[src/rtl/ptw_pkg.sv]
package ptw_pkg;
  typedef enum logic [1:0] {
    ST_IDLE = 2'd0,
    ST_REQ  = 2'd1,
    ST_WAIT = 2'd2
  } walk_state_t;
endpackage

[src/rtl/ptw_idx_sel.sv]
module ptw_idx_sel #(
  parameter int VA_W   = 64,
  parameter int OFF_W  = 13,
  parameter int IDX_W  = 10,
  parameter int LEVELS = 3,
  parameter int LVL_W  = 2
) (
  input  logic [VA_W-1:0]  va,
  input  logic [LVL_W-1:0] level,
  output logic [IDX_W-1:0] idx
);
  logic [IDX_W-1:0] fields [LEVELS];

  // level 0 is the topmost index field
  for (genvar g = 0; g < LEVELS; g++) begin : g_field
    assign fields[g] = va[OFF_W + (LEVELS-1-g)*IDX_W +: IDX_W];
  end

  always_comb begin
    idx = '0;
    for (int i = 0; i < LEVELS; i++) begin
      if (level == LVL_W'(i)) idx = fields[i];
    end
  end
endmodule

[src/rtl/ptw_addr_gen.sv]
module ptw_addr_gen #(
  parameter int PPN_W  = 32,
  parameter int IDX_W  = 10,
  parameter int PTE_LG = 3,
  localparam int AW    = PPN_W + IDX_W + PTE_LG
) (
  input  logic [PPN_W-1:0] ppn,
  input  logic [IDX_W-1:0] idx,
  output logic [AW-1:0]    addr
);
  // page base plus index times entry size; the index never carries into the page number
  assign addr = {ppn, idx, {PTE_LG{1'b0}}};
endmodule

[src/rtl/ptw_ctrl.sv]
module ptw_ctrl
  import ptw_pkg::*;
#(
  parameter int VA_W    = 64,
  parameter int OFF_W   = 13,
  parameter int PPN_W   = 32,
  parameter int ENT_W   = 64,
  parameter int PPN_LSB = 32,
  parameter int LEVELS  = 3,
  parameter int LVL_W   = 2,
  localparam int PA_W   = PPN_W + OFF_W
) (
  input  logic             clk,
  input  logic             rst,
  input  logic             req_valid,
  output logic             req_ready,
  input  logic [VA_W-1:0]  req_va,
  input  logic [PPN_W-1:0] root_ppn,
  output logic [VA_W-1:0]  va_q,
  output logic [PPN_W-1:0] ppn_q,
  output logic [LVL_W-1:0] level_q,
  output logic             mem_req_valid,
  input  logic             mem_req_ready,
  input  logic             mem_resp_valid,
  input  logic [ENT_W-1:0] mem_resp_data,
  output logic             rsp_valid,
  output logic             rsp_fault,
  output logic [LVL_W-1:0] rsp_level,
  output logic [PA_W-1:0]  rsp_pa
);
  walk_state_t st;
  logic [PPN_W-1:0] ent_ppn;
  logic             ent_ok;

  assign ent_ppn       = mem_resp_data[PPN_LSB +: PPN_W];
  assign ent_ok        = mem_resp_data[0];
  assign req_ready     = (st == ST_IDLE);
  assign mem_req_valid = (st == ST_REQ);

  always_ff @(posedge clk) begin
    if (rst) begin
      st        <= ST_IDLE;
      va_q      <= '0;
      ppn_q     <= '0;
      level_q   <= '0;
      rsp_valid <= 1'b0;
      rsp_fault <= 1'b0;
      rsp_level <= '0;
      rsp_pa    <= '0;
    end else begin
      rsp_valid <= 1'b0;
      case (st)
        ST_IDLE: begin
          if (req_valid) begin
            va_q    <= req_va;
            ppn_q   <= root_ppn;
            level_q <= '0;
            st      <= ST_REQ;
          end
        end
        ST_REQ: begin
          if (mem_req_ready) st <= ST_WAIT;
        end
        ST_WAIT: begin
          if (mem_resp_valid) begin
            if (!ent_ok) begin
              rsp_valid <= 1'b1;
              rsp_fault <= 1'b1;
              rsp_level <= level_q + LVL_W'(1);
              rsp_pa    <= '0;
              st        <= ST_IDLE;
            end else if (level_q == LVL_W'(LEVELS-1)) begin
              rsp_valid <= 1'b1;
              rsp_fault <= 1'b0;
              rsp_level <= '0;
              rsp_pa    <= {ent_ppn, va_q[OFF_W-1:0]};
              st        <= ST_IDLE;
            end else begin
              ppn_q   <= ent_ppn;
              level_q <= level_q + LVL_W'(1);
              st      <= ST_REQ;
            end
          end
        end
        default: st <= ST_IDLE;
      endcase
    end
  end
endmodule

[src/rtl/ptw_top.sv]
module ptw_top #(
  parameter int VA_W    = 64,
  parameter int OFF_W   = 13,
  parameter int PTE_LG  = 3,
  parameter int LEVELS  = 3,
  parameter int PPN_W   = 32,
  parameter int ENT_W   = 64,
  parameter int PPN_LSB = 32,
  localparam int IDX_W  = OFF_W - PTE_LG,
  localparam int PA_W   = PPN_W + OFF_W,
  localparam int LVL_W  = $clog2(LEVELS + 1)
) (
  input  logic             clk,
  input  logic             rst,
  input  logic             req_valid,
  output logic             req_ready,
  input  logic [VA_W-1:0]  req_va,
  input  logic [PPN_W-1:0] root_ppn,
  output logic             mem_req_valid,
  input  logic             mem_req_ready,
  output logic [PA_W-1:0]  mem_req_addr,
  input  logic             mem_resp_valid,
  input  logic [ENT_W-1:0] mem_resp_data,
  output logic             rsp_valid,
  output logic             rsp_fault,
  output logic [LVL_W-1:0] rsp_level,
  output logic [PA_W-1:0]  rsp_pa
);
  logic [VA_W-1:0]  va_q;
  logic [PPN_W-1:0] ppn_q;
  logic [LVL_W-1:0] level_q;
  logic [IDX_W-1:0] idx;

  ptw_ctrl #(
    .VA_W(VA_W), .OFF_W(OFF_W), .PPN_W(PPN_W), .ENT_W(ENT_W),
    .PPN_LSB(PPN_LSB), .LEVELS(LEVELS), .LVL_W(LVL_W)
  ) u_ctrl (
    .clk(clk), .rst(rst),
    .req_valid(req_valid), .req_ready(req_ready),
    .req_va(req_va), .root_ppn(root_ppn),
    .va_q(va_q), .ppn_q(ppn_q), .level_q(level_q),
    .mem_req_valid(mem_req_valid), .mem_req_ready(mem_req_ready),
    .mem_resp_valid(mem_resp_valid), .mem_resp_data(mem_resp_data),
    .rsp_valid(rsp_valid), .rsp_fault(rsp_fault),
    .rsp_level(rsp_level), .rsp_pa(rsp_pa)
  );

  ptw_idx_sel #(
    .VA_W(VA_W), .OFF_W(OFF_W), .IDX_W(IDX_W), .LEVELS(LEVELS), .LVL_W(LVL_W)
  ) u_idx (
    .va(va_q), .level(level_q), .idx(idx)
  );

  ptw_addr_gen #(
    .PPN_W(PPN_W), .IDX_W(IDX_W), .PTE_LG(PTE_LG)
  ) u_addr (
    .ppn(ppn_q), .idx(idx), .addr(mem_req_addr)
  );
endmodule

[config.mk]
export PLATFORM = sky130hd
export DESIGN_NAME = ptw_top
export DESIGN_NICKNAME = d
export VERILOG_FILES = /design/src/rtl/ptw_pkg.sv /design/src/rtl/ptw_idx_sel.sv /design/src/rtl/ptw_addr_gen.sv /design/src/rtl/ptw_ctrl.sv /design/src/rtl/ptw_top.sv
export SDC_FILE = /design/constraint.sdc
export NUM_CORES = 1
export LEC_CHECK = 0
export BUFFER_PORTS_ARGS = -buffer_cell sky130_fd_sc_hd__buf_2
export CORE_MARGIN = 2
export CORE_UTILIZATION = 47
export DETAILED_ROUTE_END_ITERATION = 10
export GPL_TIMING_DRIVEN = 1
export HOLD_SLACK_MARGIN = 0.08
export PLACE_DENSITY = 0.81
export SLEW_MARGIN = 5
export SYNTH_ARGS = -nofsm -noshare
export SYNTH_HDL_FRONTEND = slang
export SYNTH_SLANG_ARGS = --single-unit
export TNS_END_PERCENT = 10
[constraint.sdc]
create_clock -name clk -period 4.1 [get_ports clk]
set_input_delay 0.41 -clock clk [delete_from_list [all_inputs] [get_ports clk]]
set_output_delay 0.41 -clock clk [all_outputs]
set_load 0.01 [all_outputs]
==> out/qor.txt <==
Root Driver: clkbuf_16
Gp weighted congestion: 0.885
Crit. End Element: flip-flop
R2R Path End: u_ctrl.rsp_pa[24]
Tcrit/Tclk final: 63.3%
Dpl hpwl: 10100 um
Most frequent cells in the layout: 205 x buf_2, 126 x dfxtp_1, 101 x nand2_1
PostCTS Resize Cnt: 0
Register area share after synthesis: 48.1%
Number of global-route vias before repair: 4896
Slowest cell delay on critical path: 880 ps
Final WS setup: 1500 ps
Fmax: 385 MHz
Max-slew violations: 0
Startpoint types: flip-flop
Worst VDD drop: 0.307 mV
Total clock sinks: 128
Port Buffers: 205
Delay-heaviest family, CP: compound AO/OA/AOI/OAI gates
Setup TNS: 0 ps
Setup repair bufs after CTS: 0
Crit. Startpoint: u_ctrl.level_q[0]
Drt drc: 0
Reg area: 2560 um^2
Final nets: 917
Final core occ: 63.1%
Layout fillers: 916
P_leak: 3.08 nW
Pin count of the biggest net entering global routing: 48
HP Class: in2reg
Worst-path fanout max: 45
Pre-CTS WS: 1530 ps
Global route overflow: 0
Clk Latency, worst-skew pair: 420 ps
Synthesized area: 5330 um^2
Syn-to-layout area delta: 29.7%
Crit path to: u_ctrl.rsp_pa[24]
RSZ-0062 raised after global routing: no
Worst slew pin tran: 1110 ps
Fin. Hold Viols: 0
Commonest non-fill, non-tap cell in the layout: buf_2
Worst EP arrival: 2950 ps
Clock skew: 7.23 ps
GRT Total Usage: 24.6%
Worst path bufs/invs: 1
Placed cells: 870
WL/cell: 16.5 um
Setup Viol. Count Final: 0
CP required: 4450 ps
Setup CP Type: reg2reg
WL final: 14900 um
Die area: 12200 um^2
Cts bufs inserted: 17
First-pass DRT Iterations: 5
Routed Antenna Nets: 0
Non-Filler Instances: 904
Max_cap viols: 0
FP Rows: 38
IO Count: 261
Vias: 4907
Hold slack: 224 ps
Die Width: 110 um
Initial DRC Count: 260
#FFs+latches synth: 128
Die Ht: 110 um
Slew HR: 25.8%
CP Cell Sequence: inv_1 -> ha_1 -> nor2b_1 -> o21ba_2 -> a22o_1
PD cells: 480 nW/um^2
Multi-input gate area: 2330 um^2
Min cycle time layout: 2600 ps
Reg clk slew, reported paths: 60 ps
Crit. path cell count: 5
H-tree depth: 4
Status: complete, no violations
Starting density of the core: 48.7%
Synth unique cells: 35
Antenna violations before repair: 2
Layout cells sized above 1: 37.1%
Syn Inst Count: 572
Cts hold-fix bufs: 0
Avg Cell Area, Syn: 9.31 um^2
Worst reg2reg path depth: 5
FF-to-FF Start: u_ctrl.level_q[0]
Reg2Reg Setup Slack: 1500 ps
CTS tree: built
Max clock buf depth: 2
Via/cell ratio: 5.43
First-pass GRT wire length: 24300 um
CP max-delay cell: o21ba_2
Ys Warns: 0
Core ar.: 10900 um^2
-- synthesized netlist by cell type --
cell / n / area share [%]
nor2_1: 4 / 0.28
o21ba_1: 1 / 0.19
ha_1: 3 / 0.70
mux2_2: 32 / 6.8
nor3_1: 1 / 0.094
a22o_1: 45 / 7.4
and3b_1: 10 / 1.6
inv_1: 37 / 2.6
a21oi_1: 59 / 5.5
buf_2: 20 / 1.9
nor3b_2: 1 / 0.23
buf_4: 3 / 0.42
and4bb_2: 1 / 0.23
buf_1: 2 / 0.14
nor2b_1: 1 / 0.12
buf_6: 10 / 2.1
o22a_1: 1 / 0.16
clkbuf_1: 19 / 1.3
a211oi_2: 1 / 0.23
o211ai_1: 1 / 0.14
nand3_1: 1 / 0.094
or3_1: 2 / 0.23
nand3b_1: 1 / 0.14
nand2b_1: 2 / 0.23
a31oi_1: 2 / 0.23
a211oi_1: 64 / 9.0
o21ai_0: 12 / 1.1
or3b_1: 1 / 0.16
nand4b_1: 2 / 0.33
conb_1: 1 / 0.070
dfxtp_1: 128 / 48
a21o_4: 1 / 0.28
nand4b_4: 1 / 0.45
nand2_1: 101 / 7.1
nor2_2: 1 / 0.12
-- final cells by class --
cell class | instances | area share [%]
Antenna cell | 2 | 0.0725
Clock buffer | 18 | 6.36
Clock inverter | 14 | 2.74
Inverter | 37 | 2.01
Multi-Input combinational cell | 355 | 33.7
Sequential cell | 128 | 37.2
Tap cell | 140 | 2.54
Timing Repair Buffer | 210 | 15.4
-- logic make-up after synthesis --
kind of cell    synth area share (%)
other cells                   0.0704
flops                           48.1
compound gates                  24.3
buf+inv                         8.51
simple gates                    11.5
fa+ha+maj                      0.705
mux                             6.77
-- worst min-delay path by stage --
stage	start	endpoint	slack, ps	cells after the start
final	mem_resp_data[45]	u_ctrl.rsp_pa[26]	220	2
after floorplan	u_ctrl.va_q[33]	u_ctrl.va_q[33]	430	2
after detailed placement	u_ctrl.ppn_q[4]	u_ctrl.ppn_q[4]	440	2
after CTS	mem_resp_data[38]	u_ctrl.rsp_pa[19]	200	2
after global routing	req_va[25]	u_ctrl.va_q[25]	200	3
after global placement	u_ctrl.va_q[38]	u_ctrl.va_q[38]	440	2
-- sequential cells by signal (all words and copies together) (netlist names) --
register and flops:
u_ctrl.ppn_q 32, u_ctrl.level_q 2, u_ctrl.rsp_level 2, u_ctrl.st 2
u_ctrl.rsp_fault 1, u_ctrl.rsp_valid 1, u_ctrl.rsp_pa 45, u_ctrl.va_q 43
-- routing by layer --
layer / wire (um) / global-route usage, %
met5: 0 / 0
met1: 6570 / 30.9
met4: 352 / 12.5
met3: 910 / 6.64
met2: 7090 / 39.0
-- through the flow --
stage	cell area, um^2	total power, mW
6_report	6900	3.31
5_1_grt	6900	3.43
4_1_cts	6900	3.33
3_5_place_dp	6270	1.75
3_3_place_gp	6270	1.73
2_1_floorplan	5330	1.61
-- power by group --
group          leakage [nW]  switching, mW  internal (mW)
logic                  1.74          0.204          0.159
registers              1.05         0.0513           1.31
clock network         0.302          0.555           1.03
total                  3.08          0.811           2.50
(Power assumes the default switching activity.)
